## config.mk

```make
export PLATFORM = sky130hd
export DESIGN_NAME = pwm_fault_guard
export DESIGN_NICKNAME = d
export VERILOG_FILES = /design/src/rtl/pfg_pkg.sv /design/src/rtl/pfg_fault_latch.sv /design/src/rtl/pfg_pin_stage.sv /design/src/rtl/pwm_fault_guard.sv
export SDC_FILE = /design/constraint.sdc
export NUM_CORES = 1
export LEC_CHECK = 0
export ABC_AREA = 1
export BUFFER_PORTS_ARGS = -buffer_cell sky130_fd_sc_hd__buf_2
export CAP_MARGIN = 20
export CORE_AREA = 2 2 40 42
export CTS_BUF_LIST = sky130_fd_sc_hd__clkbuf_8
export DETAILED_ROUTE_END_ITERATION = 10
export DIE_AREA = 0 0 42 44
export PLACE_DENSITY = 0.52
export SKIP_CTS_REPAIR_TIMING = 1
export SYNTH_ARGS = -nofsm -noshare
export SYNTH_HDL_FRONTEND = slang
export SYNTH_SLANG_ARGS = --single-unit
```

## constraint.sdc

```tcl
create_clock -name clk -period 2.1 [get_ports clk]
set_clock_uncertainty 0.05 [all_clocks]
set_input_delay 0.42 -clock clk [delete_from_list [all_inputs] [get_ports clk]]
set_output_delay 0.42 -clock clk [all_outputs]
set_load 0.03 [all_outputs]
```

## src/rtl/pfg_pkg.sv

```systemverilog
package pfg_pkg;

   // Per-channel configuration bundle used inside the block
   typedef struct packed {
      logic hold_sw;     // release needs a prior software clear
      logic safe_hiz;    // override state is high impedance
      logic safe_level;  // override drive level
      logic invert;      // invert the normal waveform
      logic force_hiz;   // software tri-state
   } pfg_cfg_t;

   localparam int MAX_CHANNELS = 64;

endpackage

```

## src/rtl/pfg_fault_latch.sv

```systemverilog
module pfg_fault_latch (
   input  logic clk_i,
   input  logic rst_ni,
   input  logic fault_i,
   input  logic period_i,
   input  logic clear_i,
   input  logic hold_sw_i,
   output logic override_o,
   output logic flag_o
);

   logic held_q;
   logic flag_q;
   logic may_release;
   logic release_now;

   always_comb begin
      may_release = hold_sw_i ? !flag_q : 1'b1;
      release_now = held_q && !fault_i && period_i && may_release;
   end

   always_ff @(posedge clk_i or negedge rst_ni) begin
      if (!rst_ni) begin
         held_q <= 1'b0;
         flag_q <= 1'b0;
      end else begin
         if (fault_i)
            held_q <= 1'b1;
         else if (release_now)
            held_q <= 1'b0;

         if (fault_i)
            flag_q <= 1'b1;
         else if (clear_i || (release_now && !hold_sw_i))
            flag_q <= 1'b0;
      end
   end

   assign override_o = fault_i | held_q;
   assign flag_o     = flag_q;

   // flag is set on the edge after a fault is seen
   a_r6_flag_sets: assert property (@(posedge clk_i) disable iff (!rst_ni)
      fault_i |=> flag_q);

   // a fault keeps the latch held on the following cycle
   a_r9_held_after_fault: assert property (@(posedge clk_i) disable iff (!rst_ni)
      fault_i |=> held_q);

   // release happens only at a period start with the fault gone
   a_r7_release_at_period: assert property (@(posedge clk_i) disable iff (!rst_ni)
      $fell(held_q) |-> ($past(period_i) && !$past(fault_i)));

   // in hold-for-software mode the flag was already clear before release
   a_r8_release_needs_clear: assert property (@(posedge clk_i) disable iff (!rst_ni)
      ($fell(held_q) && $past(hold_sw_i)) |-> !$past(flag_q));

endmodule

```

## src/rtl/pfg_pin_stage.sv

```systemverilog
module pfg_pin_stage
   import pfg_pkg::*;
(
   input  pfg_cfg_t cfg_i,
   input  logic     pwm_i,
   input  logic     override_i,
   output logic     pin_o,
   output logic     oe_o
);

   logic drive;
   logic level;

   always_comb begin
      drive = !cfg_i.force_hiz && !(override_i && cfg_i.safe_hiz);
      level = override_i ? cfg_i.safe_level : (pwm_i ^ cfg_i.invert);
      pin_o = drive & level;
      oe_o  = drive;
   end

endmodule

```

## src/rtl/pwm_fault_guard.sv

```systemverilog
module pwm_fault_guard
   import pfg_pkg::*;
#(
   parameter int CHANNELS      = 2,
   parameter int PER_CH_PERIOD = 0,
   localparam int PS_W         = (PER_CH_PERIOD != 0) ? CHANNELS : 1
) (
   input  logic                clk,
   input  logic                rst_n,
   input  logic [CHANNELS-1:0] pwm_in,
   input  logic [CHANNELS-1:0] fault_in,
   input  logic [PS_W-1:0]     period_start,
   input  logic [CHANNELS-1:0] sw_clear,
   input  logic [CHANNELS-1:0] cfg_hold_for_sw,
   input  logic [CHANNELS-1:0] cfg_safe_hiz,
   input  logic [CHANNELS-1:0] cfg_safe_level,
   input  logic [CHANNELS-1:0] cfg_invert,
   input  logic [CHANNELS-1:0] cfg_force_hiz,
   output logic [CHANNELS-1:0] pin_out,
   output logic [CHANNELS-1:0] pin_oe,
   output logic [CHANNELS-1:0] fault_flag
);

   generate
      if (CHANNELS < 1 || CHANNELS > MAX_CHANNELS) begin : g_bad_channels
         $error("pwm_fault_guard: CHANNELS out of range");
      end
      if (PER_CH_PERIOD != 0 && PER_CH_PERIOD != 1) begin : g_bad_period_mode
         $error("pwm_fault_guard: PER_CH_PERIOD must be 0 or 1");
      end
   endgenerate

   logic [CHANNELS-1:0] ps_ch;
   logic [CHANNELS-1:0] override_ch;

   for (genvar g = 0; g < CHANNELS; g++) begin : g_ch
      pfg_cfg_t cfg;

      if (PER_CH_PERIOD != 0) begin : g_own_period
         assign ps_ch[g] = period_start[g];
      end else begin : g_shared_period
         assign ps_ch[g] = period_start[0];
      end

      assign cfg.hold_sw    = cfg_hold_for_sw[g];
      assign cfg.safe_hiz   = cfg_safe_hiz[g];
      assign cfg.safe_level = cfg_safe_level[g];
      assign cfg.invert     = cfg_invert[g];
      assign cfg.force_hiz  = cfg_force_hiz[g];

      pfg_fault_latch u_latch (
         .clk_i      (clk),
         .rst_ni     (rst_n),
         .fault_i    (fault_in[g]),
         .period_i   (ps_ch[g]),
         .clear_i    (sw_clear[g]),
         .hold_sw_i  (cfg_hold_for_sw[g]),
         .override_o (override_ch[g]),
         .flag_o     (fault_flag[g])
      );

      pfg_pin_stage u_pin (
         .cfg_i      (cfg),
         .pwm_i      (pwm_in[g]),
         .override_i (override_ch[g]),
         .pin_o      (pin_out[g]),
         .oe_o       (pin_oe[g])
      );

      // software tri-state always releases the pin
      a_r5_force_hiz: assert property (@(posedge clk) disable iff (!rst_n)
         cfg_force_hiz[g] |-> (!pin_oe[g] && !pin_out[g]));

      // a driven pin shows the safe level during a fault
      a_r3_safe_level: assert property (@(posedge clk) disable iff (!rst_n)
         (fault_in[g] && pin_oe[g]) |-> (pin_out[g] == cfg_safe_level[g]));

      // safe tri-state releases the pin during a fault
      a_r4_safe_hiz: assert property (@(posedge clk) disable iff (!rst_n)
         (fault_in[g] && cfg_safe_hiz[g]) |-> !pin_oe[g]);

      // with no fault history and no tri-state the pin follows the waveform
      a_r2_follow: assert property (@(posedge clk) disable iff (!rst_n)
         (!fault_flag[g] && !fault_in[g] && !cfg_force_hiz[g] && !cfg_hold_for_sw[g]
          && !$past(fault_in[g]) && !$past(fault_flag[g]))
         |-> (pin_oe[g] || override_ch[g]));
   end

endmodule

```

==> results of run 1 <==
[worst min path at each step]
stage	from	endpoint	slack, ps	cells after the start
floorplan	rst_n	g_ch[0].u_latch.flag_o	70	0
global placement	rst_n	g_ch[0].u_latch.flag_o	180	1
detailed placement	rst_n	g_ch[0].u_latch.flag_o	180	1
CTS	rst_n	g_ch[0].u_latch.held_q	-50	1
global route	period_start	g_ch[1].u_latch.held_q	410	2
finish	period_start	g_ch[1].u_latch.held_q	410	2
[power groups by stage]
stage / Clock (mW) / Combinational (mW) / Sequential, mW
after detailed placement: 0 / 0.0767 / 0.0922
after floorplan: 0 / 0.0569 / 0.0908
after global placement: 0 / 0.0765 / 0.0921
after global routing: 0.172 / 0.0865 / 0.0927
final: 0.156 / 0.0770 / 0.0910
after CTS: 0.161 / 0.0768 / 0.0914
[layer usage]
metal | vias to the layer above | global-route usage
li1 | 193 | -
met1 | 146 | 0.0914
met5 | - | 0
met4 | 0 | 0.0387
met3 | 0 | 0.0583
met2 | 10 | 0.134
[kinds of logic after synthesis]
kind of cell | after synthesis | synth area share
AOI/OAI and AO/OA | 10 | 0.215
DFF | 4 | 0.296
buffers and inverters | 18 | 0.267
and+or+nand+nor | 18 | 0.222
[worst max-delay path, cell delays in order, from the launching register on]
cell and delay [ps]:
dfrtp_1 390, nor2_2 150, nand2_1 90, a21oi_2 100
buf_2 200
[flip-flops by register name, summed over array words and instances (netlist names)]
register / count
g_ch.u_latch.held_q: 2
g_ch.u_latch.flag_o: 2
[through the flow]
| step | cells | power, mW | hold slack [ps] | utilization |
|---|---|---|---|---|
| 2_1_floorplan | 50 | 0.148 | 74.4 | - |
| 3_3_place_gp | 84 | 0.169 | 179 | 0.305 |
| 3_5_place_dp | 84 | 0.169 | 180 | 0.305 |
| 4_1_cts | 87 | 0.330 | -47.5 | 0.334 |
| 5_1_grt | 88 | 0.351 | 411 | 0.341 |
| 6_report | 88 | 0.324 | 406 | 0.341 |
[synthesized netlist by cell type, drive strengths merged]
cell	number	area share
buf	6	0.13
dfrtp	4	0.30
o21bai	2	0.067
a21oi	4	0.081
nor2	6	0.081
o21ai	2	0.030
nand2	10	0.11
inv	12	0.13
a31oi	2	0.037
nand3	2	0.030
[layout make-up]
type | count | area [um2]
Clock buffer | 3 | 41.3
Sequential cell | 4 | 100
Multi-Input combinational cell | 28 | 148
Inverter | 12 | 45.0
Timing Repair Buffer | 25 | 130
Fill cell | 166 | 935
Tap cell | 16 | 20.0
==> impl_metrics.yaml, run 1 <==
outcome:
  status: "finished clean"
global_routing:
  grt_pass1_wl_um: 1170
  grt_pass1_vias: 304
  grt_usage: 0.0865
  antenna_found_initial: 0
  grt_max_degree: 5
  overflow: 0
drt:
  vias_per_cell: 3.97
  wl_per_cell_um: 7.43
  wl_um: 654
  drc: 0
  ant_nets: 0
  dr_total_vias: 349
  drtIter0Drc: 4
  dr_wl_met2_um: 317
  first_pass_iters: 2
  wl_met3_um: 46
  met1Wirelength_um: 291
  routed.top_layer: "met3"
logic_synthesis:
  yosysUniqueCellTypes: 12
  synth-seq-cells: 4
  syn_area_um2: 338
  synth_cells: 50
  synthesis.nets: 69
  yosysSeqAreaShare: 0.296
  yosys_warnings: 0
  syn_area_per_cell_um2: 6.76
timing:
  setup_viol: 0
  timing.slew.headroom: 0.865
  rsz0062_at_grt: "false"
  post-route-min-period_ps: 1610
  tightestPinTransition_ps: 201
  finalHoldViolCount: 0
  maxSlewViolCount: 0
  period_share: 0.766
  layout_setup_ws_ps: 492
  fmax_mhz: 622
  tns_ps: 0
power_and_ir_drop:
  ir_worst_vdd_uv: 674
  p_seq_frac: 0.280
  power_density_nw_per_um2: 670
  clock_power_share: 0.482
  switchingPower_mw: 0.0856
  p_leak_nw: 0.290
  power.internal_mw: 0.239
  combPwrFrac: 0.237
  swShare: 0.264
placed_design:
  dp_hpwl_um: 582
  portBuffers: 24
  place_area_um2: 433
  pre_cts_ws_ps: 529
  gp_congestion: 0.751
die:
  die_y_um: 44
  start_util: 0.238
  die_x_um: 42
  core_um2: 1420
  num_io_pins: 25
  rows: 14
  dieArea_um2: 1850
worst_hold_path:
  hold_class: "in2reg"
worst_setup_path:
  worstReg2RegEnd: "g_ch[0].u_latch.held_q"
  r2r_start: "g_ch[0].u_latch.held_q"
  worstSetupStartpoint: "g_ch[1].u_latch.held_q"
  worst_ep_required_time_ps: 1630
  worstRegToRegCells: 2
  cp-end-kind: "output port"
  crit_arrival_ps: 1140
  endpoint: "pin_out[1]"
  startpoint_type: "flip-flop"
  critPathKind: "reg2out"
  cp_max_fo: 3
  r2r_slack_ps: 1330
clock_network:
  clk_path_buf_depth: 2
  htree_levels: 1
  clockRootBuffer: "clkbuf_8"
  cts.sinks: 4
  tritoncts: "done"
  insertion_delay_ps: 210
  cts.clk_slew.worst_paths_ps: 30
  numCtsBuffers: 3
layout:
  syn_to_final_growth_pct: 43.3
  stdcell_area_um2: 484
  final_common_cell: "buf_2"
  layout.nets: 93
  n_antenna_cell: 0
  mostFrequentLayoutCells: "buf_2 (24), inv_1 (12), nand2_1 (10)"
  drive_gt1_frac: 0.458
run:
  max_cap_violations: 0
(Power assumes the default switching activity.)
==> inputs of run 2 (changes only) <==
Clock period 2.1 ns to 1.55 ns, I/O delays scaled along.
==> impl_metrics.yaml, run 2 (synthesized netlist as in run 1, its figures left out) <==
outcome:
  status: "finished clean"
timing:
  period_share: 0.954
  timing.slew.headroom: 0.865
  fmax_mhz: 676
  maxSlewViolCount: 0
  tns_ps: 0
  tightestPinTransition_ps: 201
  finalHoldViolCount: 0
  setup_viol: 0
  post-route-min-period_ps: 1480
  rsz0062_at_grt: "true"
drt:
  drc: 0
  wl_um: 656
  ant_nets: 0
  wl_per_cell_um: 7.37
  dr_total_vias: 351
  vias_per_cell: 3.94
  first_pass_iters: 2
  drtIter0Drc: 2
worst_setup_path:
  cp-end-kind: "output port"
  crit_arrival_ps: 1120
  worstRegToRegCells: 4
  cp_max_fo: 3
  critPathKind: "reg2out"
  startpoint_type: "flip-flop"
  worst_ep_required_time_ps: 1190
layout:
  final_common_cell: "buf_2"
  mostFrequentLayoutCells: "buf_2 (22), inv_1 (12), nand2_1 (10)"
  drive_gt1_frac: 0.466
  stdcell_area_um2: 505
  fillers: 162
  finalNonFillerCells: 89
  syn_to_final_growth_pct: 49.6
  n_antenna_cell: 0
  layout.nets: 94
global_routing:
  overflow: 0
  grt_usage: 0.0865
  grt_pass1_vias: 304
  grt_max_degree: 5
  antenna_found_initial: 0
  grt_pass1_wl_um: 1170
clock_network:
  clockRootBuffer: "clkbuf_8"
  clk_path_buf_depth: 2
  insertion_delay_ps: 210
  cts.sinks: 4
  tritoncts: "done"
  htree_levels: 1
  cts.clk_slew.worst_paths_ps: 30
  numCtsBuffers: 3
die:
  rows: 14
  die_x_um: 42
  start_util: 0.238
  die_y_um: 44
  dieArea_um2: 1850
  num_io_pins: 25
  core_um2: 1420
placed_design:
  gp_congestion: 0.751
  portBuffers: 24
  place_area_um2: 433
  dp_hpwl_um: 582
  dp_cells: 84
power_and_ir_drop:
  power.internal_mw: 0.330
  swShare: 0.264
  combPwrFrac: 0.251
  switchingPower_mw: 0.118
  ir_worst_vdd_uv: 915
  p_total_mw: 0.448
  p_leak_nw: 0.296
  power_density_nw_per_um2: 887
  clock_power_share: 0.473
  p_seq_frac: 0.277
worst_hold_path:
  hold_class: "in2reg"
  hold-path-cell-count: 2
run:
  max_cap_violations: 0
## run 2: critical path: stages (launching register included)
cell,delay [ps]
dfrtp_1,390
nor2_2,170
nand2_1,80
a21oi_2,130
buf_6,140
## run 2: worst paths after layout
kind,from,end,slack [ps]
max reg2reg,g_ch[0].u_latch.held_q,g_ch[0].u_latch.flag_o,710
max,g_ch[0].u_latch.held_q,pin_out[0],70
min in group asynchronous,rst_n,g_ch[0].u_latch.held_q,380
max in group asynchronous,rst_n,g_ch[0].u_latch.flag_o,950
min,period_start,g_ch[1].u_latch.held_q,290
min reg2reg,g_ch[1].u_latch.flag_o,g_ch[1].u_latch.held_q,500
## run 2: area by class of cell
type | count | area (um2) | area share
Sequential cell | 4 | 100 | 0.198
Inverter | 12 | 45.0 | 0.0891
Clock buffer | 3 | 41.3 | 0.0817
Multi-Input combinational cell | 28 | 153 | 0.302
Tap cell | 16 | 20.0 | 0.0396
Timing Repair Buffer | 26 | 146 | 0.290
## run 2: layer usage
metal,up-vias,share of wire,track usage
li1,195,-,-
met3,0,0.070,0.0583
met4,0,0,0.0387
met5,-,0,0
met2,10,0.49,0.134
met1,146,0.44,0.0914
## run 2: power groups by stage
| stage | logic, mW | clock network (mW) | registers [mW] |
|---|---|---|---|
| floorplan | 0.0771 | 0 | 0.123 |
| global placement | 0.104 | 0 | 0.125 |
| detailed placement | 0.104 | 0 | 0.125 |
| CTS | 0.104 | 0.219 | 0.124 |
| global route | 0.126 | 0.233 | 0.126 |
| finish | 0.112 | 0.212 | 0.124 |
## run 2: metrics by stage
step | utilization | worst slack, ps | hold slack (ps)
3_5_place_dp | 0.305 | 199 | 69.8
6_report | 0.356 | 70.8 | 292
5_1_grt | 0.356 | -1.13 | 296
3_3_place_gp | 0.305 | 202 | 68.9
2_1_floorplan | - | 354 | -35.6
4_1_cts | 0.334 | 36.2 | -158
==> inputs of run 3 (changes only) <==
Settings changed: PLACE_DENSITY 0.52 to 0.54.
Clock period 1.55 ns to 1.35 ns, I/O delays scaled along.
==> impl_metrics.yaml, run 3 (synthesized netlist as in run 1, its figures left out) <==
outcome:
  status: "finished with violations"
  violations: "negative setup slack"
die:
  die_y_um: 44
  die_x_um: 42
  start_util: 0.238
  rows: 14
  num_io_pins: 25
  core_um2: 1420
  dieArea_um2: 1850
worst_setup_path:
  cp_max_fo: 3
  crit_arrival_ps: 1120
  startpoint_type: "flip-flop"
  critPathKind: "reg2out"
  cp-end-kind: "output port"
  worst_ep_required_time_ps: 1030
timing:
  rsz0062_at_grt: "true"
  period_share: 1.06
  post-route-min-period_ps: 1440
  tightestPinTransition_ps: 158
  timing.slew.headroom: 0.894
  tns_ps: -143
  layout_setup_ws_ps: -87.5
  finalHoldViolCount: 0
  fmax_mhz: 696
  maxSlewViolCount: 0
  setup_viol: 2
  fin_hold_ws_ps: 246
global_routing:
  grt_pass1_vias: 338
  grt_max_degree: 5
  overflow: 0
  antenna_found_initial: 0
  grt_usage: 0.0960
  grt_pass1_wl_um: 1280
clock_network:
  htree_levels: 1
  insertion_delay_ps: 220
  cts.sinks: 4
  tritoncts: "done"
  clk_path_buf_depth: 2
  clockRootBuffer: "clkbuf_8"
  numCtsBuffers: 3
  cts.clk_slew.worst_paths_ps: 30
drt:
  dr_total_vias: 368
  drtIter0Drc: 9
  ant_nets: 0
  wl_um: 762
  drc: 0
  wl_per_cell_um: 8.47
  first_pass_iters: 3
  vias_per_cell: 4.09
layout:
  drive_gt1_frac: 0.486
  syn_to_final_growth_pct: 60.4
  stdcell_area_um2: 542
  n_antenna_cell: 0
  mostFrequentLayoutCells: "buf_2 (20), inv_1 (11), nand2_1 (10)"
  layout.nets: 95
  finalNonFillerCells: 90
  final_common_cell: "buf_2"
run:
  max_cap_violations: 0
power_and_ir_drop:
  ir_worst_vdd_uv: 508
  p_leak_nw: 0.307
  swShare: 0.274
  power.internal_mw: 0.389
  p_seq_frac: 0.270
  combPwrFrac: 0.269
  power_density_nw_per_um2: 988
  switchingPower_mw: 0.147
  clock_power_share: 0.461
worst_hold_path:
  hold_class: "in2reg"
placed_design:
  dp_cells: 84
  gp_congestion: 0.707
  portBuffers: 24
  place_area_um2: 433
  dp_hpwl_um: 667
==> run 3: changes by cell type in the layout (fill, tap and decap cells not counted) <==
cell / previous run / this run
o21bai_4: 0 / 1
o21bai_2: 2 / 1
nor2_2: 1 / 0
inv_1: 12 / 11
buf_2: 22 / 20
inv_2: 0 / 1
nor2_4: 1 / 2
buf_6: 1 / 4
o21ai_1: 0 / 2
o21ai_0: 2 / 0
==> run 3: area by class of cell <==
type	count	area (um2)
multi-input combinational	28	165
sequential	4	100
fill	155	877
inverter	12	45.0
timing repair buffer	27	170
clock buffer	3	41.3
tap	16	20.0
==> run 3: worst paths after layout <==
path | startpoint | end | slack, ps | depth (start not counted)
max reg2reg | g_ch[0].u_latch.held_q | g_ch[0].u_latch.held_q | 470 | 3
min in group asynchronous | rst_n | g_ch[0].u_latch.flag_o | 330 | 2
max in group asynchronous | rst_n | g_ch[0].u_latch.held_q | 790 | 2
max | g_ch[0].u_latch.held_q | pin_out[0] | -90 | 4
min | cfg_hold_for_sw[1] | g_ch[1].u_latch.flag_o | 250 | 3
min reg2reg | g_ch[1].u_latch.flag_o | g_ch[1].u_latch.flag_o | 510 | 2
==> run 3: routing by layer <==
metal | global-route usage | up-vias | routed length (um)
met3 | 0.0583 | 0 | 42
met2 | 0.163 | 6 | 446
met4 | 0.0581 | 0 | 0
met1 | 0.0884 | 167 | 273
li1 | - | 195 | -
met5 | 0 | - | 0
==> run 3: critical path, stage by stage, from the launching register on <==
cell and delay, ps:
dfrtp_1 410, nor2_4 140, nand2_1 80, a21oi_2 140, buf_6 140
==> run 3: power by group through the flow <==
stage	clock, mW	combinational [mW]	sequential, mW
2_1_floorplan	0	0.0886	0.141
3_3_place_gp	0	0.117	0.143
3_5_place_dp	0	0.120	0.143
4_1_cts	0.254	0.120	0.142
5_1_grt	0.267	0.159	0.146
6_report	0.247	0.144	0.145
==> run 3: per-stage QoR <==
step | utilization | total power, mW | setup slack (ps)
final | 0.382 | 0.536 | -87.5
after global routing | 0.382 | 0.572 | -135
after CTS | 0.334 | 0.516 | -130
after detailed placement | 0.305 | 0.264 | 68.6
after global placement | 0.305 | 0.261 | 76.5
after floorplan | - | 0.230 | 194
